[src/rtl/vca_pkg.sv]
package vca_pkg;
   typedef enum logic [1:0] {
      CL_HOLD = 2'b00,
      CL_UP   = 2'b01,
      CL_DOWN = 2'b10
   } clamp_e;
endpackage

[src/rtl/vca_clamp_ch.sv]
module vca_clamp_ch
   import vca_pkg::*;
#(
   parameter int DW     = 8,
   parameter int TARGET = 60
) (
   input  logic          clk,
   input  logic          rst_n,
   input  logic [DW-1:0] smp,
   input  logic          win,
   input  logic          vblank,
   output clamp_e        clamp_q
);
   localparam logic [DW-1:0] TGT = DW'(TARGET);

   if (TARGET < 0 || TARGET >= (1 << DW)) begin : g_bad_target
      $error("clamp target outside sample range");
   end

   clamp_e clamp_d;

   always_comb begin
      clamp_d = CL_HOLD;
      if (win && !vblank) begin
         if (smp < TGT)      clamp_d = CL_UP;
         else if (smp > TGT) clamp_d = CL_DOWN;
      end
   end

   always_ff @(posedge clk or negedge rst_n) begin
      if (!rst_n) clamp_q <= CL_HOLD;
      else        clamp_q <= clamp_d;
   end

   // gated off outside the window or in blanking
   p_clamp_hold_r2: assert property (@(posedge clk) disable iff (!rst_n)
      (!win || vblank) |=> (clamp_q == CL_HOLD));
   // R3 (luma) and R4 (chroma): below-target samples steer upward
   p_clamp_below_r3: assert property (@(posedge clk) disable iff (!rst_n)
      (win && !vblank && smp < TGT) |=> (clamp_q == CL_UP));
   p_clamp_above_r4: assert property (@(posedge clk) disable iff (!rst_n)
      (win && !vblank && smp > TGT) |=> (clamp_q == CL_DOWN));
endmodule

[src/rtl/vca_sync_meas.sv]
module vca_sync_meas #(
   parameter int DW = 8
) (
   input  logic          clk,
   input  logic          rst_n,
   input  logic [DW-1:0] smp,
   input  logic          gain_win,
   input  logic          vblank,
   output logic          upd,
   output logic          peak_q,
   output logic [DW-1:0] min_q
);
   localparam logic [DW-1:0] SMP_MAX = {DW{1'b1}};

   logic win_d, meas_vld, win_fall, take;

   assign win_fall = win_d && !gain_win;
   assign take     = gain_win && !vblank;
   assign upd      = win_fall && !vblank && meas_vld;

   always_ff @(posedge clk or negedge rst_n) begin
      if (!rst_n) begin
         win_d    <= 1'b0;
         meas_vld <= 1'b0;
         min_q    <= SMP_MAX;
         peak_q   <= 1'b0;
      end else begin
         win_d <= gain_win;
         if (win_fall) meas_vld <= 1'b0;
         else if (take) meas_vld <= 1'b1;
         if (take && (!meas_vld || smp < min_q)) min_q <= smp;
         if (!vblank && smp == SMP_MAX) peak_q <= 1'b1;
         else if (upd)                  peak_q <= 1'b0;
      end
   end

   // a blanking sample never raises the peak flag
   p_no_peak_in_vblank_r9: assert property (@(posedge clk) disable iff (!rst_n)
      (vblank && !peak_q) |=> !peak_q);
endmodule

[src/rtl/vca_gain_loop.sv]
module vca_gain_loop #(
   parameter int DW        = 8,
   parameter int GW        = 9,
   parameter int SYNC_TGT  = 16,
   parameter int DEAD_BAND = 1,
   parameter int GAIN_INIT = 256
) (
   input  logic          clk,
   input  logic          rst_n,
   input  logic          agc_en,
   input  logic          vblank,
   input  logic [GW-1:0] static_gain,
   input  logic          upd,
   input  logic          peak,
   input  logic [DW-1:0] sync_min,
   output logic [GW-1:0] gain_q
);
   localparam logic [DW-1:0] LO       = DW'(SYNC_TGT - DEAD_BAND);
   localparam logic [DW-1:0] HI       = DW'(SYNC_TGT + DEAD_BAND);
   localparam logic [GW-1:0] GAIN_MAX = {GW{1'b1}};

   if (SYNC_TGT - DEAD_BAND < 1 || SYNC_TGT + DEAD_BAND > (1 << DW) - 2) begin : g_bad_band
      $error("sync target band outside sample range");
   end
   if (GAIN_INIT < 0 || GAIN_INIT >= (1 << GW)) begin : g_bad_init
      $error("initial gain outside code range");
   end

   logic step_dn, step_up;
   assign step_dn = peak || (sync_min < LO);
   assign step_up = !peak && (sync_min > HI);

   always_ff @(posedge clk or negedge rst_n) begin
      if (!rst_n)        gain_q <= GW'(GAIN_INIT);
      else if (!agc_en)  gain_q <= static_gain;
      else if (upd) begin
         if (step_dn && gain_q != '0)           gain_q <= gain_q - 1'b1;
         else if (step_up && gain_q != GAIN_MAX) gain_q <= gain_q + 1'b1;
      end
   end

   // one code per update at most
   p_single_step_r6: assert property (@(posedge clk) disable iff (!rst_n)
      agc_en |=> (gain_q == $past(gain_q) || gain_q == $past(gain_q) + 1'b1
                  || gain_q == $past(gain_q) - 1'b1));
   // inside the tolerance band the code stays
   p_dead_band_r7: assert property (@(posedge clk) disable iff (!rst_n)
      (agc_en && upd && !peak && sync_min >= LO && sync_min <= HI) |=> $stable(gain_q));
   // a peak forces a decrement
   p_peak_dn_r8: assert property (@(posedge clk) disable iff (!rst_n)
      (agc_en && upd && peak && gain_q != '0) |=> (gain_q == $past(gain_q) - 1'b1));
   // frozen during blanking
   p_vblank_freeze_r9: assert property (@(posedge clk) disable iff (!rst_n)
      (agc_en && vblank) |=> $stable(gain_q));
   // no wrap at either end
   p_no_wrap_low_r10: assert property (@(posedge clk) disable iff (!rst_n)
      (agc_en && gain_q == '0) |=> (gain_q != GAIN_MAX));
   p_no_wrap_high_r10: assert property (@(posedge clk) disable iff (!rst_n)
      (agc_en && gain_q == GAIN_MAX) |=> (gain_q != '0));
endmodule

[src/rtl/vid_clamp_agc.sv]
module vid_clamp_agc
   import vca_pkg::*;
#(
   parameter int DW        = 8,
   parameter int GW        = 9,
   parameter int Y_CLAMP   = 60,
   parameter int C_CLAMP   = 128,
   parameter int SYNC_TGT  = 16,
   parameter int DEAD_BAND = 1,
   parameter int GAIN_INIT = 256
) (
   input  logic          clk,
   input  logic          rst_n,
   input  logic [DW-1:0] luma_smp,
   input  logic [DW-1:0] chroma_smp,
   input  logic          clamp_win,
   input  logic          gain_win,
   input  logic          vblank,
   input  logic          agc_en,
   input  logic [GW-1:0] static_gain_y,
   input  logic [GW-1:0] static_gain_c,
   output logic [1:0]    clamp_y,
   output logic [1:0]    clamp_c,
   output logic [GW-1:0] gain_y,
   output logic [GW-1:0] gain_c
);
   localparam int NCH = 2;

   logic [DW-1:0] smp_a [NCH];
   clamp_e        cl_a  [NCH];

   assign smp_a[0] = luma_smp;
   assign smp_a[1] = chroma_smp;

   for (genvar i = 0; i < NCH; i++) begin : g_ch
      localparam int TGT = (i == 0) ? Y_CLAMP : C_CLAMP;
      vca_clamp_ch #(.DW(DW), .TARGET(TGT)) u_clamp (
         .clk     (clk),
         .rst_n   (rst_n),
         .smp     (smp_a[i]),
         .win     (clamp_win),
         .vblank  (vblank),
         .clamp_q (cl_a[i])
      );
   end

   assign clamp_y = cl_a[0];
   assign clamp_c = cl_a[1];

   logic          upd, peak;
   logic [DW-1:0] sync_min;
   logic [GW-1:0] auto_gain;

   vca_sync_meas #(.DW(DW)) u_meas (
      .clk      (clk),
      .rst_n    (rst_n),
      .smp      (luma_smp),
      .gain_win (gain_win),
      .vblank   (vblank),
      .upd      (upd),
      .peak_q   (peak),
      .min_q    (sync_min)
   );

   vca_gain_loop #(
      .DW(DW), .GW(GW), .SYNC_TGT(SYNC_TGT),
      .DEAD_BAND(DEAD_BAND), .GAIN_INIT(GAIN_INIT)
   ) u_gain (
      .clk         (clk),
      .rst_n       (rst_n),
      .agc_en      (agc_en),
      .vblank      (vblank),
      .static_gain (static_gain_y),
      .upd         (upd),
      .peak        (peak),
      .sync_min    (sync_min),
      .gain_q      (auto_gain)
   );

   assign gain_y = agc_en ? auto_gain : static_gain_y;
   assign gain_c = static_gain_c;

   // chroma amplifier never leaves its register code
   p_chroma_static_r5: assert property (@(posedge clk) disable iff (!rst_n)
      1'b1 |-> (gain_c == static_gain_c));
endmodule

[config.mk]
export PLATFORM = sky130hd
export DESIGN_NAME = vid_clamp_agc
export DESIGN_NICKNAME = d
export VERILOG_FILES = /design/src/rtl/vca_pkg.sv /design/src/rtl/vca_clamp_ch.sv /design/src/rtl/vca_sync_meas.sv /design/src/rtl/vca_gain_loop.sv /design/src/rtl/vid_clamp_agc.sv
export SDC_FILE = /design/constraint.sdc
export NUM_CORES = 1
export LEC_CHECK = 0
export ABC_AREA = 1
export BUFFER_PORTS_ARGS = -buffer_cell sky130_fd_sc_hd__buf_2
export CORE_MARGIN = 2
export CORE_UTILIZATION = 33
export DETAILED_ROUTE_END_ITERATION = 10
export PLACE_DENSITY = 0.57
export RECOVER_POWER = 50
export SETUP_SLACK_MARGIN = 0.15
export SYNTH_ARGS = -nofsm -noshare
export SYNTH_HDL_FRONTEND = slang
export SYNTH_HIERARCHICAL = 1
export SYNTH_SLANG_ARGS = --single-unit
[constraint.sdc]
create_clock -name clk -period 2.29 [get_ports clk]
set_clock_uncertainty 0.15 [all_clocks]
set_input_delay 0.458 -clock clk [delete_from_list [all_inputs] [get_ports clk]]
set_output_delay 0.458 -clock clk [all_outputs]
set_load 0.01 [all_outputs]
* Word-level counts from Yosys, hierarchy flattened *
Cells that the tools add are included.

storage, ports and cells
  word-level logic and storage cells = 55
  output and inout bits = 22
  bits in registers = 24
  input port bits = 40

cells by class
  mux-type cells = 15
  magnitude comparators = 7
  $add $sub $neg = 2
  reduce and logical (&&, ||, !) cells = 20
  equality and inequality tests = 4

operators with widths
  operator             count
  $mux 9               5
  $mux 2               6
  $logic_and 1x1->1    10
  $add 9x1->9 const B  1
  $ne 9x9->1 const B   1
  $reduce_bool 9->1    1
  $sub 9x1->9 const B  1
  $eq 8x8->1 const B   1
  $gt 8x5->1 const B   1
  $gt 8x6->1 const B   1
  $gt 8x8->1 const B   1
  $lt 8x4->1 const B   1
  $lt 8x6->1 const B   1
  $lt 8x8->1           1
  $lt 8x8->1 const B   1
  $logic_not 1->1      4
  $mux 1               4
  $reduce_bool 2->1    2
  $ne 3x1->1 const B   1
  $logic_or 1x1->1     2
  $ne 2x1->1 const B   1
  $reduce_and 2->1     1

* Longest topological paths before layout *
  word-level depth = 7
  gate-level depth with buffers = 17
  mapped depth without buffers = 17

* By module *
Netlist, hierarchy kept.

by module, submodules not included
  module                          area an instance (um^2)  cells an instance  seq. area each (um^2)  instances
  vca_gain_loop                   1049.8                   166                226.5                  1
  vca_sync_meas                   661.9                    79                 285.3                  1
  vid_clamp_agc                   183.9                    38                 0.0                    1
  vca_clamp_ch (g_ch[0].u_clamp)  112.6                    17                 50.0                   1
  vca_clamp_ch (g_ch[1].u_clamp)  96.3                     14                 50.0                   1

* Worst setup path after synthesis *
OpenSTA, ideal clock, no wires.

  path kind = flip-flop to flip-flop
  start = register u_meas.min_q[7]
  end = register u_gain.gain_q[6]
  required time = 2024 ps
  setup slack = 65 ps
  data arrival time = 1959 ps
  library setup time = 116 ps
  period minus slack after synthesis = 2225 ps
  stages on the path, launching flop included = 17
  path buffers = 0
  cell sequence = dfstp_2 -> inv_1 -> nand2_1 -> nor2_1 -> nand2_1 -> nand2_2 -> nand2_4 -> inv_1 -> ha_1 -> nand2_1 -> or2_1 -> nand3_1 -> nand2_1 -> nand3_1 -> nand2_1 -> nand2_1 -> nand2_1

on the way
  longest elaborated chain between the ends = 6
  elaborated cells on any way between the ends = 11
  those cells by class = 2 x order compare; 1 x eq/ne; 3 x mux; 5 x reduce/logical

RTL lines
  what                    line                 source
  from (decl)             vca_sync_meas.sv:11  output logic [DW-1:0] min_q
  from (signal assigned)  vca_sync_meas.sv:31  if (take && (!meas_vld || smp < min_q)) min_q <= smp;
  $lt 8x4->1              vca_gain_loop.sv:30  assign step_dn = peak || (sync_min < LO);
  $logic_or 1x1->1        vca_gain_loop.sv:30
  $logic_and 1x1->1       vca_gain_loop.sv:37  if (step_dn && gain_q != '0) gain_q <= gain_q - 1'b1;
  $mux 9                  vca_gain_loop.sv:37
  $mux 9                  vca_gain_loop.sv:36  else if (upd) begin
  $mux 9                  vca_gain_loop.sv:35  else if (!agc_en) gain_q <= static_gain;
  to (signal assigned)    vca_gain_loop.sv:35
  to (signal assigned)    vca_gain_loop.sv:37
  to (signal assigned)    vca_gain_loop.sv:38  else if (step_up && gain_q != GAIN_MAX) gain_q <= gain_q + 1'b1;
  to (decl)               vca_gain_loop.sv:16  output logic [GW-1:0] gain_q

Parallel ways exist; a longest one is shown, timed or not. The select of a mux whose other input is x is not followed.
A chain may end at the register's enable or synchronous reset.

* Worst setup path after layout *
  start = register u_meas.min_q[3]
  end = register u_gain.gain_q[6]

Same word-level chain as after synthesis.

==> results.cfg <==
[synth]
synth_most_common_cell = nand2_1
synth_xor_area_frac = 0.01665
ys_seq_area_frac = 0.2907
synth-simple-area-share = 0.4310
ys_ff_latch = 24
synthMuxAreaShare = 0
synth-edff-count = 0
yosys.area.top_type_share = 0.2229
syn_area_per_cell_sq_um = 6.702
synthArstFlopShare = 1.000
synth_fa_ha_area_frac = 0.09275
synthFlopType = dfrtp_1
yosysWarnings = 6
syn-num-nets = 369
netlist_instances = 314
synth_area_leaders = nand2_1 (22%), dfrtp_1 (18%), dfstp_2 (11%)
netlist_area_sq_um = 2105
synthDistinctLibCells = 36
synth_commonest_cells = nand2_1 (125), inv_1 (35), nand3_1 (26), nor2_1 (26), dfrtp_1 (15)
synth-compound-area-share = 0.04518
yosysTopAreaCell = nand2_1
synth_top_family_by_area = simple AND/OR/NAND/NOR gates

[layout]
finalNetCount = 458
seq_area_sq_um = 611.8
insertedDiodeCount = 0
multi_input_area_sq_um = 1419
fillers = 631
drive_gt1_frac = 0.4030
area_delta_synth_final_pct = 42.57
final_area_sq_um = 3000

[sta]
timing.final.ws_setup_ns = -0.1057
slew_headroom = 0.07512
max_clock_freq_mhz = 417.4
tightest_slew_ns = 1.387
holdWs_ns = 0.1699
setup_viol = 6
layout_min_cycle_time_ns = 2.396
hold_viol = 0
period_share = 1.046
rsz0062_at_grt = yes
report.final.slew_viol_count = 0

[cts]
insertion_delay_ns = 0.27
holdBufCountCts = 0
h-tree-depth = 1
cts.sinks = 24
cts_tree = built
cts_buffer_depth = 2
cts_root_buf = clkbuf_8
path_clk_slew_ns = 0.09
cts_buffers = 3

[detailed_routing]
via_per_inst = 4.539
dr_total_vias = 2174
wire_per_inst_um = 12.30
ant_nets = 0
wl_um = 5891
dr.pass1.iters = 4
remaining_drc_errors = 0
drt-initial-drc-count = 104

[grt]
grt_pass1_wl_um = 9722
gr-usage-met2 = 0.2887
grt_pass1_vias = 2161
antenna_found_initial = 0
use_met1 = 0.2250
grt_max_degree = 25
grt_use_met3 = 0.01879
grt_usage = 0.1670
top_usage_layer = met2
grt-ovfl-total = 0

[critical_path]
required_ns = 2.31
critical_path_class = reg2reg
worstSetupEndpointType = flip-flop
worstSetupStartpointType = flip-flop
cp_max_fo = 5
arrival_ns = 2.41

[power]
p_per_area_nw_per_um2 = 1112
ir_worst_vdd_mv = 0.3810
p_leak_uw = 0.001617

[die]
die_height_um = 83.86
die_area_sq_um = 7033
die_x_um = 83.86
core_area_sq_um = 6241
top_level_ports = 62
start_util = 0.3372
core.rowCount = 29

[placed_design]
dpl.hpwl_um = 4203
place_area_sq_um = 2559
gp_congestion = 0.8525
portBuffers = 43

[outcome]
failed_checks = negative setup slack
status = complete, but fails checks

[worst_hold_path]
hold_class = in2reg

[flow_run]
max-cap-violations = 0
area by class of cell:
cell class | instances | share of cell area
clock buffer | 3 | 0.01376
clock inverter | 1 | 0.01001
inverter | 44 | 0.05796
multi-input combinational | 235 | 0.4729
sequential | 24 | 0.2039
tap | 77 | 0.03211
timing repair buffer | 95 | 0.2093
metrics by stage:
step | total power (uW) | worst slack [ns] | util | cells | TNS (ns)
floorplan | 1655 | 0.06491 | - | 314 | 0
CTS | 3041 | -0.06398 | 0.4609 | 477 | -0.1595
global route | 3632 | -0.2611 | 0.4808 | 479 | -1.216
finish | 3337 | -0.1057 | 0.4808 | 479 | -0.4307
detailed placement | 2265 | -0.04415 | 0.4100 | 454 | -0.1135
global placement | 2258 | -0.04125 | 0.4100 | 454 | -0.08428
per-layer routing:
layer | vias up | share of wire
met5 | - | 0
met3 | 4 | 0.042
met1 | 977 | 0.48
li1 | 1141 | -
met4 | 0 | 0.0053
met2 | 52 | 0.48
cells in the final DEF (no fill, tap or decap), drive strengths merged, types with 2 or more instances in the layout:
cell	count
nand2	133
buf	92
inv	40
nor2	29
nand3	29
dfrtp	15
ha	14
dfstp	9
a21oi	7
clkbuf	6
nand4	4
o21ai	4
clkinv	3
xor2	3
nand3b	2
or2	2
kinds of logic (layout without fill, tap and decap cells):
group / Yosys count / after routing
and+or+nand+nor: 201 / 201
DFF: 24 / 24
adders and majority gates: 15 / 15
xor gates and xnor gates: 4 / 4
buffers and inverters: 55 / 143
AOI/OAI and AO/OA: 15 / 15
worst paths after layout:
path / to / cells after the start / slack, ns / startpoint
setup reg to reg: u_gain/gain_q[6]$_DFFE_PN0P_ / 17 / -0.11 / u_meas/min_q[3]$_DFFE_PN1P_
setup / recovery: u_gain/gain_q[6]$_DFFE_PN0P_ / 17 / -0.11 / u_meas/min_q[3]$_DFFE_PN1P_
hold / removal: u_meas/win_d$_DFF_PN0_ / 1 / 0.17 / gain_win
hold reg to reg: u_meas/meas_vld$_DFFE_PN0P_ / 3 / 0.39 / u_meas/win_d$_DFF_PN0_
max in group asynchronous: g_ch[0].u_clamp/clamp_q[0]$_DFF_PN0_ / 1 / 0.85 / rst_n
min in group asynchronous: u_gain/gain_q[5]$_DFFE_PN0P_ / 1 / 0.33 / rst_n
flip-flops by register name, summed over array words and instances (netlist names):
signal,cells
g_ch.u_clamp/clamp_q,4
u_gain/gain_q,9
u_meas/meas_vld,1
u_meas/min_q,8
u_meas/peak_q,1
u_meas/win_d,1
power by group:
| part | total (uW) | leakage [uW] | internal (uW) | switching (uW) |
|---|---|---|---|---|
| clock network | 386 | 0.0000357 | 234 | 152 |
| logic | 2320 | 0.00130 | 1160 | 1160 |
| registers | 632 | 0.000282 | 566 | 66.2 |
critical path: stages, from the launching register on:
cell and delay (ns):
dfstp_2 0.54, nand2_1 0.06, clkinv_1 0.05, nand2_2 0.05
nand2_2 0.07, nand2_2 0.08, nand2_4 0.09, clkinvlp_4 0.11
buf_6 0.14, ha_4 0.30, buf_4 0.13, nand4_1 0.13
nand3_1 0.11, nand2_1 0.05, nand3_1 0.06, nand2_1 0.05
nand2_1 0.05, nand2_1 0.05
repair_timing:
item	4_1_cts	5_1_grt
endpoints found under the setup margin	6	8
setup buffers	19	2
gates resized for setup	16	28
cloned	0	0
pin swaps	12	19
(Power assumes the default switching activity.)
